**src/rtl/tfg_pkg.sv**
```systemverilog
package tfg_pkg;
   // Why the open buffer is being closed in the current cycle.
   typedef enum logic [1:0] {
      CLOSE_NONE = 2'd0,
      CLOSE_TIME = 2'd1,
      CLOSE_FULL = 2'd2,
      CLOSE_FIT  = 2'd3
   } close_cause_e;

   // What happens to an event head beat.
   typedef enum logic [1:0] {
      HEAD_NONE       = 2'd0,
      HEAD_TAKE       = 2'd1,
      HEAD_DROP_SIZE  = 2'd2,
      HEAD_DROP_OWNED = 2'd3
   } head_act_e;
endpackage

```
**src/rtl/tfg_frame_timer.sv**
```systemverilog
module tfg_frame_timer #(
   parameter int TIMER_W = 16
) (
   input  logic               clk,
   input  logic               rst_n,
   input  logic               start,
   input  logic               stop,
   input  logic [TIMER_W-1:0] limit,
   output logic               expired
);
   localparam logic [TIMER_W-1:0] CNT_MAX = '1;

   logic [TIMER_W-1:0] cnt_q;
   logic               run_q;

   always_ff @(posedge clk or negedge rst_n) begin
      if (!rst_n) begin
         cnt_q <= '0;
         run_q <= 1'b0;
      end else if (start) begin
         cnt_q <= '0;
         run_q <= 1'b1;
      end else if (stop) begin
         cnt_q <= '0;
         run_q <= 1'b0;
      end else if (run_q && cnt_q != CNT_MAX) begin
         cnt_q <= cnt_q + 1'b1;
      end
   end

   assign expired = run_q && (cnt_q >= limit);
endmodule

```
**src/rtl/tfg_own_table.sv**
```systemverilog
module tfg_own_table #(
   parameter int NBUF  = 4,
   parameter int IDX_W = 2
) (
   input  logic             clk,
   input  logic             rst_n,
   input  logic             set_en,
   input  logic [IDX_W-1:0] set_idx,
   input  logic             clr_en,
   input  logic [IDX_W-1:0] clr_idx,
   output logic [NBUF-1:0]  owned
);
   for (genvar i = 0; i < NBUF; i++) begin : g_ent
      always_ff @(posedge clk or negedge rst_n) begin
         if (!rst_n)
            owned[i] <= 1'b0;
         else if (set_en && set_idx == IDX_W'(i))
            owned[i] <= 1'b1;
         else if (clr_en && clr_idx == IDX_W'(i))
            owned[i] <= 1'b0;
      end
   end
endmodule

```
**src/rtl/tfg_event_counter.sv**
```systemverilog
module tfg_event_counter #(
   parameter int W        = 16,
   parameter bit SATURATE = 1'b1
) (
   input  logic         clk,
   input  logic         rst_n,
   input  logic         inc,
   output logic [W-1:0] count
);
   localparam logic [W-1:0] TOP = '1;

   if (SATURATE) begin : g_sat
      always_ff @(posedge clk or negedge rst_n) begin
         if (!rst_n)
            count <= '0;
         else if (inc && count != TOP)
            count <= count + 1'b1;
      end
   end else begin : g_wrap
      always_ff @(posedge clk or negedge rst_n) begin
         if (!rst_n)
            count <= '0;
         else if (inc)
            count <= count + 1'b1;
      end
   end
endmodule

```
**src/rtl/tfg_ring_cursor.sv**
```systemverilog
module tfg_ring_cursor #(
   parameter int IDX_W   = 2,
   parameter int WORDS_W = 8,
   parameter int ADDR_W  = 32,
   parameter int BYTE_SH = 3
) (
   input  logic              clk,
   input  logic              rst_n,
   input  logic [IDX_W:0]    cfg_nbuf,
   input  logic [WORDS_W-1:0] cfg_buf_words,
   input  logic [ADDR_W-1:0] cfg_base,
   input  logic              advance,
   output logic [IDX_W-1:0]  cur_idx,
   output logic [ADDR_W-1:0] cur_base,
   output logic [IDX_W-1:0]  nxt_idx,
   output logic [ADDR_W-1:0] nxt_base
);
   logic [ADDR_W-1:0] off_q, nxt_off, buf_bytes;
   logic              wrap;

   always_comb begin
      buf_bytes = ADDR_W'(cfg_buf_words) << BYTE_SH;
      wrap      = ({1'b0, cur_idx} + 1'b1) >= cfg_nbuf;
      nxt_idx   = wrap ? '0 : cur_idx + 1'b1;
      nxt_off   = wrap ? '0 : off_q + buf_bytes;
      cur_base  = cfg_base + off_q;
      nxt_base  = cfg_base + nxt_off;
   end

   always_ff @(posedge clk or negedge rst_n) begin
      if (!rst_n) begin
         cur_idx <= '0;
         off_q   <= '0;
      end else if (advance) begin
         cur_idx <= nxt_idx;
         off_q   <= nxt_off;
      end
   end
endmodule

```
**src/rtl/tfg_gather.sv**
```systemverilog
module tfg_gather
   import tfg_pkg::*;
#(
   parameter int DATA_W        = 64,
   parameter int ADDR_W        = 48,
   parameter int NBUF_MAX      = 8,
   parameter int WORDS_W       = 10,
   parameter int LEN_W         = 8,
   parameter int TIMER_W       = 20,
   parameter int LOSS_W        = 16,
   parameter bit LOSS_SATURATE = 1'b1,
   localparam int BYTES        = DATA_W / 8,
   localparam int BYTE_SH      = $clog2(BYTES),
   localparam int IDX_W        = $clog2(NBUF_MAX),
   localparam int BCNT_W       = WORDS_W + BYTE_SH
) (
   input  logic               clk,
   input  logic               rst_n,
   input  logic [IDX_W:0]     cfg_nbuf,
   input  logic [WORDS_W-1:0] cfg_buf_words,
   input  logic [TIMER_W-1:0] cfg_gather,
   input  logic [ADDR_W-1:0]  cfg_base,
   input  logic               s_valid,
   input  logic [DATA_W-1:0]  s_data,
   input  logic [LEN_W-1:0]   s_len,
   output logic               wr_valid,
   output logic [ADDR_W-1:0]  wr_addr,
   output logic [DATA_W-1:0]  wr_data,
   output logic               cmp_valid,
   output logic [IDX_W-1:0]   cmp_idx,
   output logic [BCNT_W-1:0]  cmp_bytes,
   output logic [WORDS_W-1:0] cmp_events,
   input  logic               rel_valid,
   input  logic [IDX_W-1:0]   rel_idx,
   output logic [LOSS_W-1:0]  loss_count
);
   localparam int SUM_W = ((WORDS_W > LEN_W + 1) ? WORDS_W : LEN_W + 1) + 1;

   // Elaboration-time parameter checks
   if (DATA_W < 8 || (DATA_W % 8) != 0 || (1 << BYTE_SH) != BYTES) begin : g_bad_data
      $error("DATA_W must be a power-of-two number of bytes");
   end
   if (NBUF_MAX < 2) begin : g_bad_nbuf
      $error("NBUF_MAX must be at least 2");
   end
   if (ADDR_W < BCNT_W + IDX_W) begin : g_bad_addr
      $error("ADDR_W too narrow for the ring");
   end
   if (TIMER_W < 1 || LOSS_W < 1 || LEN_W < 1 || WORDS_W < 1) begin : g_bad_w
      $error("widths must be positive");
   end

   logic [IDX_W-1:0]   cur_idx, nxt_idx, eff_idx;
   logic [ADDR_W-1:0]  cur_base, nxt_base, eff_base;
   logic [NBUF_MAX-1:0] owned;
   logic [WORDS_W-1:0] fill_q, ev_cnt_q, eff_fill;
   logic [LEN_W-1:0]   ev_rem_q;
   logic               ev_drop_q;
   logic               expired;

   logic               buf_open, at_bound, head, oversize, no_fit, full;
   logic               do_close, take_head, drop_head, beat_wr, blocked;
   logic [LEN_W:0]     len_beats;
   close_cause_e       cause;
   head_act_e          hact;

   always_comb begin
      buf_open  = (fill_q != '0);
      at_bound  = (ev_rem_q == '0);
      head      = s_valid && at_bound;
      len_beats = {1'b0, s_len} + 1'b1;
      oversize  = SUM_W'(len_beats) > SUM_W'(cfg_buf_words);
      no_fit    = (SUM_W'(fill_q) + SUM_W'(len_beats)) > SUM_W'(cfg_buf_words);
      full      = (fill_q == cfg_buf_words);

      cause = CLOSE_NONE;
      if (buf_open && at_bound) begin
         if (expired)                         cause = CLOSE_TIME;
         else if (full)                       cause = CLOSE_FULL;
         else if (head && !oversize && no_fit) cause = CLOSE_FIT;
      end
      do_close = (cause != CLOSE_NONE);

      eff_idx  = do_close ? nxt_idx  : cur_idx;
      eff_base = do_close ? nxt_base : cur_base;
      eff_fill = do_close ? '0       : fill_q;
      // a one-entry ring re-enters the buffer that is being handed over
      blocked  = owned[eff_idx] || (do_close && nxt_idx == cur_idx);

      hact = HEAD_NONE;
      if (head) begin
         if (oversize)     hact = HEAD_DROP_SIZE;
         else if (blocked) hact = HEAD_DROP_OWNED;
         else              hact = HEAD_TAKE;
      end
      take_head = (hact == HEAD_TAKE);
      drop_head = (hact == HEAD_DROP_SIZE) || (hact == HEAD_DROP_OWNED);
      beat_wr   = take_head || (s_valid && !at_bound && !ev_drop_q);
   end

   tfg_ring_cursor #(
      .IDX_W  (IDX_W),
      .WORDS_W(WORDS_W),
      .ADDR_W (ADDR_W),
      .BYTE_SH(BYTE_SH)
   ) u_cursor (
      .clk          (clk),
      .rst_n        (rst_n),
      .cfg_nbuf     (cfg_nbuf),
      .cfg_buf_words(cfg_buf_words),
      .cfg_base     (cfg_base),
      .advance      (do_close),
      .cur_idx      (cur_idx),
      .cur_base     (cur_base),
      .nxt_idx      (nxt_idx),
      .nxt_base     (nxt_base)
   );

   tfg_own_table #(
      .NBUF (NBUF_MAX),
      .IDX_W(IDX_W)
   ) u_own (
      .clk    (clk),
      .rst_n  (rst_n),
      .set_en (do_close),
      .set_idx(cur_idx),
      .clr_en (rel_valid),
      .clr_idx(rel_idx),
      .owned  (owned)
   );

   tfg_frame_timer #(
      .TIMER_W(TIMER_W)
   ) u_timer (
      .clk    (clk),
      .rst_n  (rst_n),
      .start  (take_head && eff_fill == '0),
      .stop   (do_close),
      .limit  (cfg_gather),
      .expired(expired)
   );

   tfg_event_counter #(
      .W       (LOSS_W),
      .SATURATE(LOSS_SATURATE)
   ) u_loss (
      .clk  (clk),
      .rst_n(rst_n),
      .inc  (drop_head),
      .count(loss_count)
   );

   // Event tracking and fill level
   always_ff @(posedge clk or negedge rst_n) begin
      if (!rst_n) begin
         ev_rem_q  <= '0;
         ev_drop_q <= 1'b0;
         fill_q    <= '0;
         ev_cnt_q  <= '0;
      end else begin
         if (head) begin
            ev_rem_q  <= s_len;
            ev_drop_q <= drop_head;
         end else if (s_valid) begin
            ev_rem_q  <= ev_rem_q - 1'b1;
         end
         fill_q   <= eff_fill + WORDS_W'(beat_wr);
         ev_cnt_q <= (do_close ? '0 : ev_cnt_q) + WORDS_W'(take_head);
      end
   end

   // Write port toward the DMA engine
   always_ff @(posedge clk or negedge rst_n) begin
      if (!rst_n) begin
         wr_valid <= 1'b0;
         wr_addr  <= '0;
         wr_data  <= '0;
      end else begin
         wr_valid <= beat_wr;
         if (beat_wr) begin
            wr_addr <= eff_base + (ADDR_W'(eff_fill) << BYTE_SH);
            wr_data <= s_data;
         end
      end
   end

   // Completion record
   always_ff @(posedge clk or negedge rst_n) begin
      if (!rst_n) begin
         cmp_valid  <= 1'b0;
         cmp_idx    <= '0;
         cmp_bytes  <= '0;
         cmp_events <= '0;
      end else begin
         cmp_valid <= do_close;
         if (do_close) begin
            cmp_idx    <= cur_idx;
            cmp_bytes  <= BCNT_W'(fill_q) << BYTE_SH;
            cmp_events <= ev_cnt_q;
         end
      end
   end
endmodule

```
**config.mk**
```make
export PLATFORM = sky130hd
export DESIGN_NAME = tfg_gather
export DESIGN_NICKNAME = d
export VERILOG_FILES = /design/src/rtl/tfg_pkg.sv /design/src/rtl/tfg_frame_timer.sv /design/src/rtl/tfg_own_table.sv /design/src/rtl/tfg_event_counter.sv /design/src/rtl/tfg_ring_cursor.sv /design/src/rtl/tfg_gather.sv
export SDC_FILE = /design/constraint.sdc
export NUM_CORES = 1
export LEC_CHECK = 0
export ABC_AREA = 1
export BUFFER_PORTS_ARGS = -buffer_cell sky130_fd_sc_hd__buf_2
export CORE_AREA = 5 5 205 227
export DETAILED_ROUTE_END_ITERATION = 8
export DIE_AREA = 0 0 210 232
export PLACE_DENSITY = 0.79
export SLEW_MARGIN = 20
export SYNTH_ARGS = -nofsm -noshare
export SYNTH_HDL_FRONTEND = slang
export SYNTH_HIERARCHICAL = 1
export SYNTH_SLANG_ARGS = --single-unit
export TNS_END_PERCENT = 1
```
**constraint.sdc**
```tcl
create_clock -name clk -period 10.5 [get_ports clk]
set_clock_uncertainty 0.15 [all_clocks]
set_input_delay 1.05 -clock clk [delete_from_list [all_inputs] [get_ports clk]]
set_output_delay 1.05 -clock clk [all_outputs]
set_load 0.01 [all_outputs]
```
Word-level counts from Yosys, hierarchy flattened
Cells that the tools add are included.
{ "word_totals": {"regBits": 262, "wordCells": 151, "input_bits": 161, "output_inout_bits": 156} }
{ "classes": {"magnitude_cmp": 5, "reduce_logical": 50, "n_eq_ne": 21, "n_mux": 38, "n_addsub": 13} }
{ "ops": {"columns": ["operator", "count"], "rows": [
  ["$add A48 B13 Y48", 2],
  ["$add A48 B48 Y48", 2],
  ["$mux W48", 2],
  ["$mux W20", 3],
  ["$logic_and A1 B1 Y1", 27],
  ["$eq A3 B3 Y1 const B", 8],
  ["$reduce_bool A2 Y1", 11],
  ["$add A10 B1 Y10", 2],
  ["$add A20 B1 Y20 const B", 1],
  ["$ge A20 B20 Y1", 1],
  ["$mux W10", 2],
  ["$ne A20 B20 Y1 const B", 1],
  ["$mux W1", 19],
  ["$add A16 B1 Y16 const B", 1],
  ["$mux W8", 2],
  ["$ne A16 B16 Y1 const B", 1],
  ["$mux W2", 7],
  ["$eq A3 B2 Y1 const B", 4],
  ["$add A10 B9 Y11", 1],
  ["$gt A11 B10 Y1", 1],
  ["$eq A10 B10 Y1", 1],
  ["$gt A9 B10 Y1", 1],
  ["$logic_not A10 Y1", 1],
  ["$reduce_bool A10 Y1", 1],
  ["other kinds (17)", 25]
]} }

Longest topological paths before layout
Gate-level depths: netlist of the first run.
{ "logic_depth": {"word_depth": 20, "depth_mapped": 49, "depth_no_buf": 45} }

Cells and area by module
The synthesis of the first run kept the hierarchy.
{ "by_module_without_submodules": {"columns": ["mod", "n_inst", "area_each_um2", "cells_each", "seq_area_each_um2"], "rows": [
  ["tfg_ring_cursor", 1, 11189.5, 2045, 1276.2],
  ["tfg_gather", 1, 10074.7, 1361, 4154.0],
  ["tfg_frame_timer", 1, 1965.6, 300, 525.5],
  ["tfg_event_counter", 1, 1058.5, 149, 400.4],
  ["tfg_own_table", 1, 407.9, 61, 200.2]
]} }

Least setup slack after synthesis of the first run
No wires, ideal clock.
{ "synth_path": {"kind": "input-to-reg", "start": "in s_len[0]", "end": "reg wr_addr[45]", "stages": 45, "setup_time_ps": 117, "n_path_buf": 4, "required_ps": 10233, "setup_slack_ps": 3375, "arrival_time_ps": 6857, "cell_sequence": "ha_1 > xor2_1 > ha_1 > a21oi_1 > inv_1 > a31oi_1 > o21ai_0 > a21oi_1 > o21ai_0 > a21oi_1 > o21ai_0 > xor2_1 > ha_1 > nand4_1 > nor2_1 > nand2_1 > nand2_1 > nand2_1 > (+9 left out) > ha_1 > fa_1 > a21o_1 > a21oi_1 > o21ai_0 > a31oi_1 > o21ai_0 > nand2_1 > nand2_1 > nand3_2 > nor2_2 > nand2_1 > nor2_4 > nand2_1 > nor2_1 > nand2_1 > nand3_1 > nand2_1"} }
{ "synth_via": {"elab_chain_cells": 19, "word_cells_on_any_way": 25, "classes_between": "add/sub (3); order compare (2); eq/ne (1); mux (12); reduce/logical (7)"} }
{ "synth_lines": {"columns": ["item", "line_no", "rtl"], "rows": [
  ["start, declared", "tfg_gather.sv:25", "input logic [LEN_W-1:0] s_len,"],
  ["$add A8 B1 Y9 *", "tfg_gather.sv:71", "len_beats = {1'b0, s_len} + 1'b1;"],
  ["branches (longest 18 deep; another with $add A48 B13 Y48)", null, null],
  ["end signal, assigned", "tfg_gather.sv:181", "wr_addr <= eff_base + (ADDR_W'(eff_fill) << BYTE_SH);"],
  ["end, declared", "tfg_gather.sv:27", "output logic [ADDR_W-1:0] wr_addr,"]
]} }
Mark *: on every way between the ends. The select of a mux whose other input is x is not followed.
A chain may end at the register's enable or synchronous reset.

Worst setup path after layout of the first run
{ "layout_path": {"start": "in s_len[0]", "end": "reg wr_addr[42]"} }
Same word-level chain as after synthesis.

==> flow_summary.json, run 1 <==
{
  "status": "finished, final reports clean",
  "cp_slowest_cell": "a21boi_4",
  "drcViolationCount": 0,
  "seq_area_frac_synth_pct": 26.5,
  "postCtsSetupBuffers": 0,
  "nets": 4549,
  "cp.arrival_ns": 7.81,
  "grt_pass1_vias": 24883,
  "max_cap_violations": 0,
  "drt_iter0_markers": 2658,
  "antenna_found_initial": 5,
  "initial_core_util_pct": 56.1,
  "crit_type": "in2reg",
  "hold_viol": 0,
  "min_from": "wr_data[5]",
  "numClockSinks": 262,
  "synth_seq_cells": 262,
  "tightest_slew_ns": 1.06,
  "rows": 81,
  "slowest_delay_ns": 0.76,
  "syn_inst": 3916,
  "vias": 26681,
  "core_sq_mm": 0.0440,
  "powerDensity_mw_per_mm2": 252,
  "reg2reg_from": "fill_q[2]",
  "cts_buffers": 31,
  "path_common_cell": "nand2_1",
  "pwr-share-seq_pct": 24.4,
  "place.gp.congestion": 1.06,
  "syn_area_sq_mm": 0.0247,
  "slew_headroom_pct": 29.4,
  "ys.flop_type": "dfrtp_1",
  "grt_pass1_wl_mm": 137,
  "wl_mm": 89.5,
  "ys_warn_count": 6,
  "grt_max_degree": 172,
  "crit_required_ns": 10.81,
  "swShare_pct": 50.6,
  "dp.final_hpwl_mm": 73.0,
  "ir_worst_vdd_mv": 0.149,
  "cts_max_level": 1,
  "p_leak_uw": 0.0152,
  "critPathTopFamily": "compound AO/OA/AOI/OAI gates",
  "grt.overflow.total": 0,
  "cts_resized": 0,
  "syn_to_final_growth_pct": 12.3,
  "setup_violations": 0,
  "p_int_uw": 3460,
  "worstSetupStartpointType": "primary input",
  "crit_start": "s_len[0]",
  "synth_edf_count": 0,
  "worstSetupEndpointType": "flip-flop",
  "fin_crit_sh_pct": 71.4,
  "dieWidth_um": 210,
  "power.switching_uw": 3540,
  "clock_power_share_pct": 16.4,
  "place.port_buffers": 313,
  "cts_tree": "yes",
  "synth.distinct_cells": 58,
  "post_drt_via_cell_ratio": 5.55,
  "min_path_type": "reg2reg",
  "synth_area_per_cell_sq_um": 6.31,
  "track_usage_pct": 35.5,
  "drv_slew": 0,
  "path_clk_slew_ns": 0.06,
  "clockBufferDepth": 3,
  "async_flop_share_pct": 100,
  "cp_num_buf_inv": 4,
  "wl_per_cell_um": 18.6,
  "drive_gt1_share_pct": 12.1,
  "ant_nets": 0,
  "die_h_um": 232,
  "num_io_pins": 317,
  "whs_ns": 0.314,
  "first_pass_iters": 9,
  "setup_tns_ns": 0,
  "period_minus_slack_ns": 7.49,
  "p_comb_share_pct": 59.2,
  "clk_latency_ns": 0.58,
  "ctsHoldBuffers": 0,
  "dieArea_sq_mm": 0.0487,
  "root_buffer": "clkbuf_16",
  "rsz0062_at_grt": "false",
  "fmax_mhz": 133,
  "crit_path_max_fanout": 35
}
-- cell families after synthesis --
logic type,after synthesis,synth area share [%]
flops,262,26.5
simple gates,2357,40.5
fa+ha+maj,182,9.37
xor+xnor,125,4.43
other cells,1,0.0152
compound gates,452,10.1
buf+inv,537,8.99
-- metrics by stage --
step | instance area (sq um) | total power [uW] | worst slack, ns | std cells | util [%]
floorplan | 24700 | 4470 | 3.38 | 3918 | -
global placement | 26700 | 5740 | 2.64 | 4754 | 60.6
detailed placement | 26700 | 5780 | 2.52 | 4754 | 60.6
CTS | 27700 | 6950 | 3.10 | 4809 | 63.0
global route | 27700 | 7550 | 2.39 | 4809 | 63.0
finish | 27700 | 7000 | 3.01 | 4811 | 63.1
-- tightest hold or removal path: cells and delay by family, from the launching register on --
family           cells  cell delay, ns
flip-flops           1            0.34
AND/OR/NAND/NOR      2            0.09
-- cells in the mapped netlist (33+ instances only) --
library cell	number	share of area, %
dfrtp_1	262	27
a21oi_1	188	3.8
nand2_2	35	0.89
nand2_1	1461	22
nand4_1	84	2.1
inv_1	456	6.9
nor3_1	34	0.69
xnor2_1	40	1.4
o21ai_0	163	3.3
nor2_2	33	0.84
xor2_1	85	3.0
ha_1	177	9.0
nand3_1	240	4.9
nor2_1	397	6.0
-- final cells by class --
| class | count | area, sq um |
|---|---|---|
| Sequential cell | 262 | 6560 |
| Inverter | 468 | 1760 |
| Clock buffer | 43 | 881 |
| Antenna cell | 2 | 5.00 |
| Clock inverter | 12 | 193 |
| Fill cell | 4301 | 16300 |
| Tap cell | 581 | 727 |
| Timing Repair Buffer | 324 | 1670 |
| Multi-Input combinational cell | 3119 | 15900 |
-- per-layer routing --
metal | vias up | GRT usage (%) | part of all wire, %
li1 | 13103 | - | -
met2 | 1182 | 59.1 | 46
met4 | 8 | 17.5 | 5.8
met1 | 12131 | 45.5 | 40
met5 | - | 0 | 0.061
met3 | 257 | 4.95 | 7.7
-- state kept, by name (all words and copies together) (netlist names) --
name              cells
cmp_bytes            10
cmp_events           10
cmp_idx               3
cmp_valid             1
ev_cnt_q             10
ev_drop_q             1
ev_rem_q              8
fill_q               10
u_cursor/cur_idx      3
u_cursor/off_q       48
u_loss/count         16
u_own/owned           8
u_timer/cnt_q        20
u_timer/run_q         1
wr_addr              48
wr_data              64
wr_valid              1
-- power groups by stage --
stage	sequential, uW	combinational, uW	clock [uW]
finish	1710	4150	1150
global route	1740	4610	1200
CTS	1690	4100	1160
detailed placement	1700	4080	0
global placement	1700	4040	0
floorplan	1710	2750	0
-- final timing paths --
check                      cells after the start                  to  slack (ns)
setup / recovery                              39         wr_addr[42]        3.01
hold / removal                                 2          wr_data[5]        0.31
setup reg to reg                              36         wr_addr[42]        3.50
hold reg to reg                                2          wr_data[5]        0.31
max in group asynchronous                      2         wr_addr[21]        8.34
min in group asynchronous                      1  u_cursor/off_q[32]        0.37
-- layout by cell type, fill, tap and decap left out, types with 24 or more instances in the layout --
cell          n
a21oi_1     188
buf_2       312
clkbuf_16    31
dfrtp_1     262
ha_1        177
inv_1       456
nand2_1    1461
nand2_2      34
nand3_1     239
nand4_1      84
nor2_1      397
nor2_2       33
nor3_1       34
o21ai_0     163
o21bai_1     24
xnor2_1      40
xor2_1       85
(Power assumes the default switching activity.)
==> inputs of run 2 (changes only) <==
Clock period 10.5 ns to 7.5 ns, I/O delays scaled along.
==> flow_summary.json, run 2 (synthesis gave the netlist of run 1 again) <==
{
  "grtUsageMet2_pct": 60.5,
  "cts_max_level": 1,
  "p_leak_uw": 0.0152,
  "nets": 4553,
  "drive_gt1_share_pct": 12.2,
  "vias": 26758,
  "rsz0062_at_grt": "false",
  "drcViolationCount": 0,
  "dpl-instance-area_sq_mm": 0.0267,
  "crit_required_ns": 7.83,
  "worstSetupStartpointType": "primary input",
  "status": "finished, final reports clean",
  "fin_cells": 4812,
  "num_io_pins": 317,
  "min_path_type": "in2reg",
  "drt_iter0_markers": 2664,
  "wl_mm": 91.0,
  "antenna_found_initial": 1,
  "core_sq_mm": 0.0440,
  "hold_viol": 0,
  "path_common_cell": "nand2_1",
  "dieArea_sq_mm": 0.0487,
  "rrSetupSlack_ns": 1.03,
  "worstSetupEndpointType": "flip-flop",
  "ant_nets": 0,
  "cts_buffers": 30,
  "largest_register_ffs": 64,
  "drv_slew": 0,
  "cp.arrival_ns": 7.09,
  "wl_per_cell_um": 18.9,
  "hold_depth": 3,
  "grt_pass1_vias": 24956,
  "fin_area_sq_mm": 0.0278,
  "met1_usage_pct": 45.8,
  "syn_to_final_growth_pct": 12.5,
  "place.port_buffers": 313,
  "placed_cells": 4758,
  "utilization_pct": 63.1,
  "clk_latency_ns": 0.58,
  "final_cell_mix": "nand2_1, inv_1, nor2_1",
  "clockBufferDepth": 3,
  "dieWidth_um": 210,
  "fmax_mhz": 148,
  "initial_core_util_pct": 56.1,
  "cp_slowest_cell": "a21boi_4",
  "tightest_slew_ns": 0.919,
  "reg2regPathDepth": 30,
  "grt_pass1_wl_mm": 139,
  "fin_crit_sh_pct": 90.1,
  "ctsHoldBuffers": 1,
  "post_drt_via_cell_ratio": 5.56,
  "cts_tree": "yes",
  "setup_violations": 0,
  "slowest_delay_ns": 0.47,
  "largestRegisters": "wr_data: 64 flops, u_cursor/off_q: 48 flops, wr_addr: 48 flops",
  "met3_usage_pct": 4.43,
  "first_pass_iters": 6,
  "max_cap_violations": 0,
  "crit_path_max_fanout": 20,
  "grt_max_degree": 159,
  "postCtsSetupBuffers": 0,
  "setup_tns_ns": 0,
  "regMostFlops": "wr_data",
  "crit_type": "in2reg",
  "place.gp.congestion": 1.05,
  "cts_resized": 0,
  "layout_commonest_cell": "nand2_1",
  "numClockSinks": 262,
  "top_usage_layer": "met2",
  "die_h_um": 232,
  "period_minus_slack_ns": 6.75,
  "path_clk_slew_ns": 0.06,
  "dp.final_hpwl_mm": 75.1,
  "grt.overflow.total": 0,
  "root_buffer": "clkbuf_16",
  "ir_worst_vdd_mv": 0.215,
  "powerDensity_mw_per_mm2": 352,
  "slew_headroom_pct": 38.7,
  "rows": 81,
  "track_usage_pct": 36.1
}
-- run 2: changes by cell type in the layout (fill, tap and decap cells not counted), sizes merged --
cell,delta
buf,+4
bufinv,-1
clkbuf,-7
clkinv,+2
clkinvlp,+3
dlygate4sd3,+1
inv,-1
-- run 2: final timing paths --
| path | startpoint | to |
|---|---|---|
| setup / recovery | s_len[0] | wr_addr[42] |
| hold / removal | s_data[48] | wr_data[48] |
| setup reg to reg | u_cursor/cur_idx[0] | wr_addr[42] |
| hold reg to reg | wr_addr[0] | wr_addr[0] |
| max in group asynchronous | rst_n | wr_data[23] |
| min in group asynchronous | rst_n | u_cursor/off_q[39] |
-- run 2: metal layers --
| layer | wire [um] | vias to the layer above |
|---|---|---|
| met3 | 6550 | 260 |
| li1 | - | 13100 |
| met5 | 9 | - |
| met4 | 5670 | 2 |
| met1 | 36500 | 12186 |
| met2 | 42300 | 1210 |
-- run 2: cell type report --
cell class / instances / area (sq um)
fill: 4356 / 16200
multi-input combinational: 3119 / 15900
sequential: 262 / 6560
inverter: 468 / 1760
timing repair buffer: 329 / 1760
clock buffer: 36 / 813
tap: 581 / 727
clock inverter: 15 / 211
antenna: 2 / 5.00
-- run 2: where the power goes --
group	internal, uW	switching (uW)	total [uW]
Sequential	1910	469	2380
Clock	908	626	1530
Combinational	1970	3910	5880
Total	4790	5000	9790
-- run 2: critical path: cells and delay by family --
family	cells	cell delay [ns]
AOI/OAI and AO/OA	12	2.25
and+or+nand+nor	18	2.19
adders and majority gates	4	1.29
xor gates and xnor gates	2	0.42
buffers and inverters	2	0.18
-- run 2: stage by stage --
stage	hold WS (ns)	worst slack (ns)	power (uW)
floorplan	0.292	0.675	6250
global placement	0.298	0.447	8080
detailed placement	0.303	0.282	8150
CTS	0.189	0.825	9720
global route	0.197	0.123	10600
finish	0.204	0.746	9790
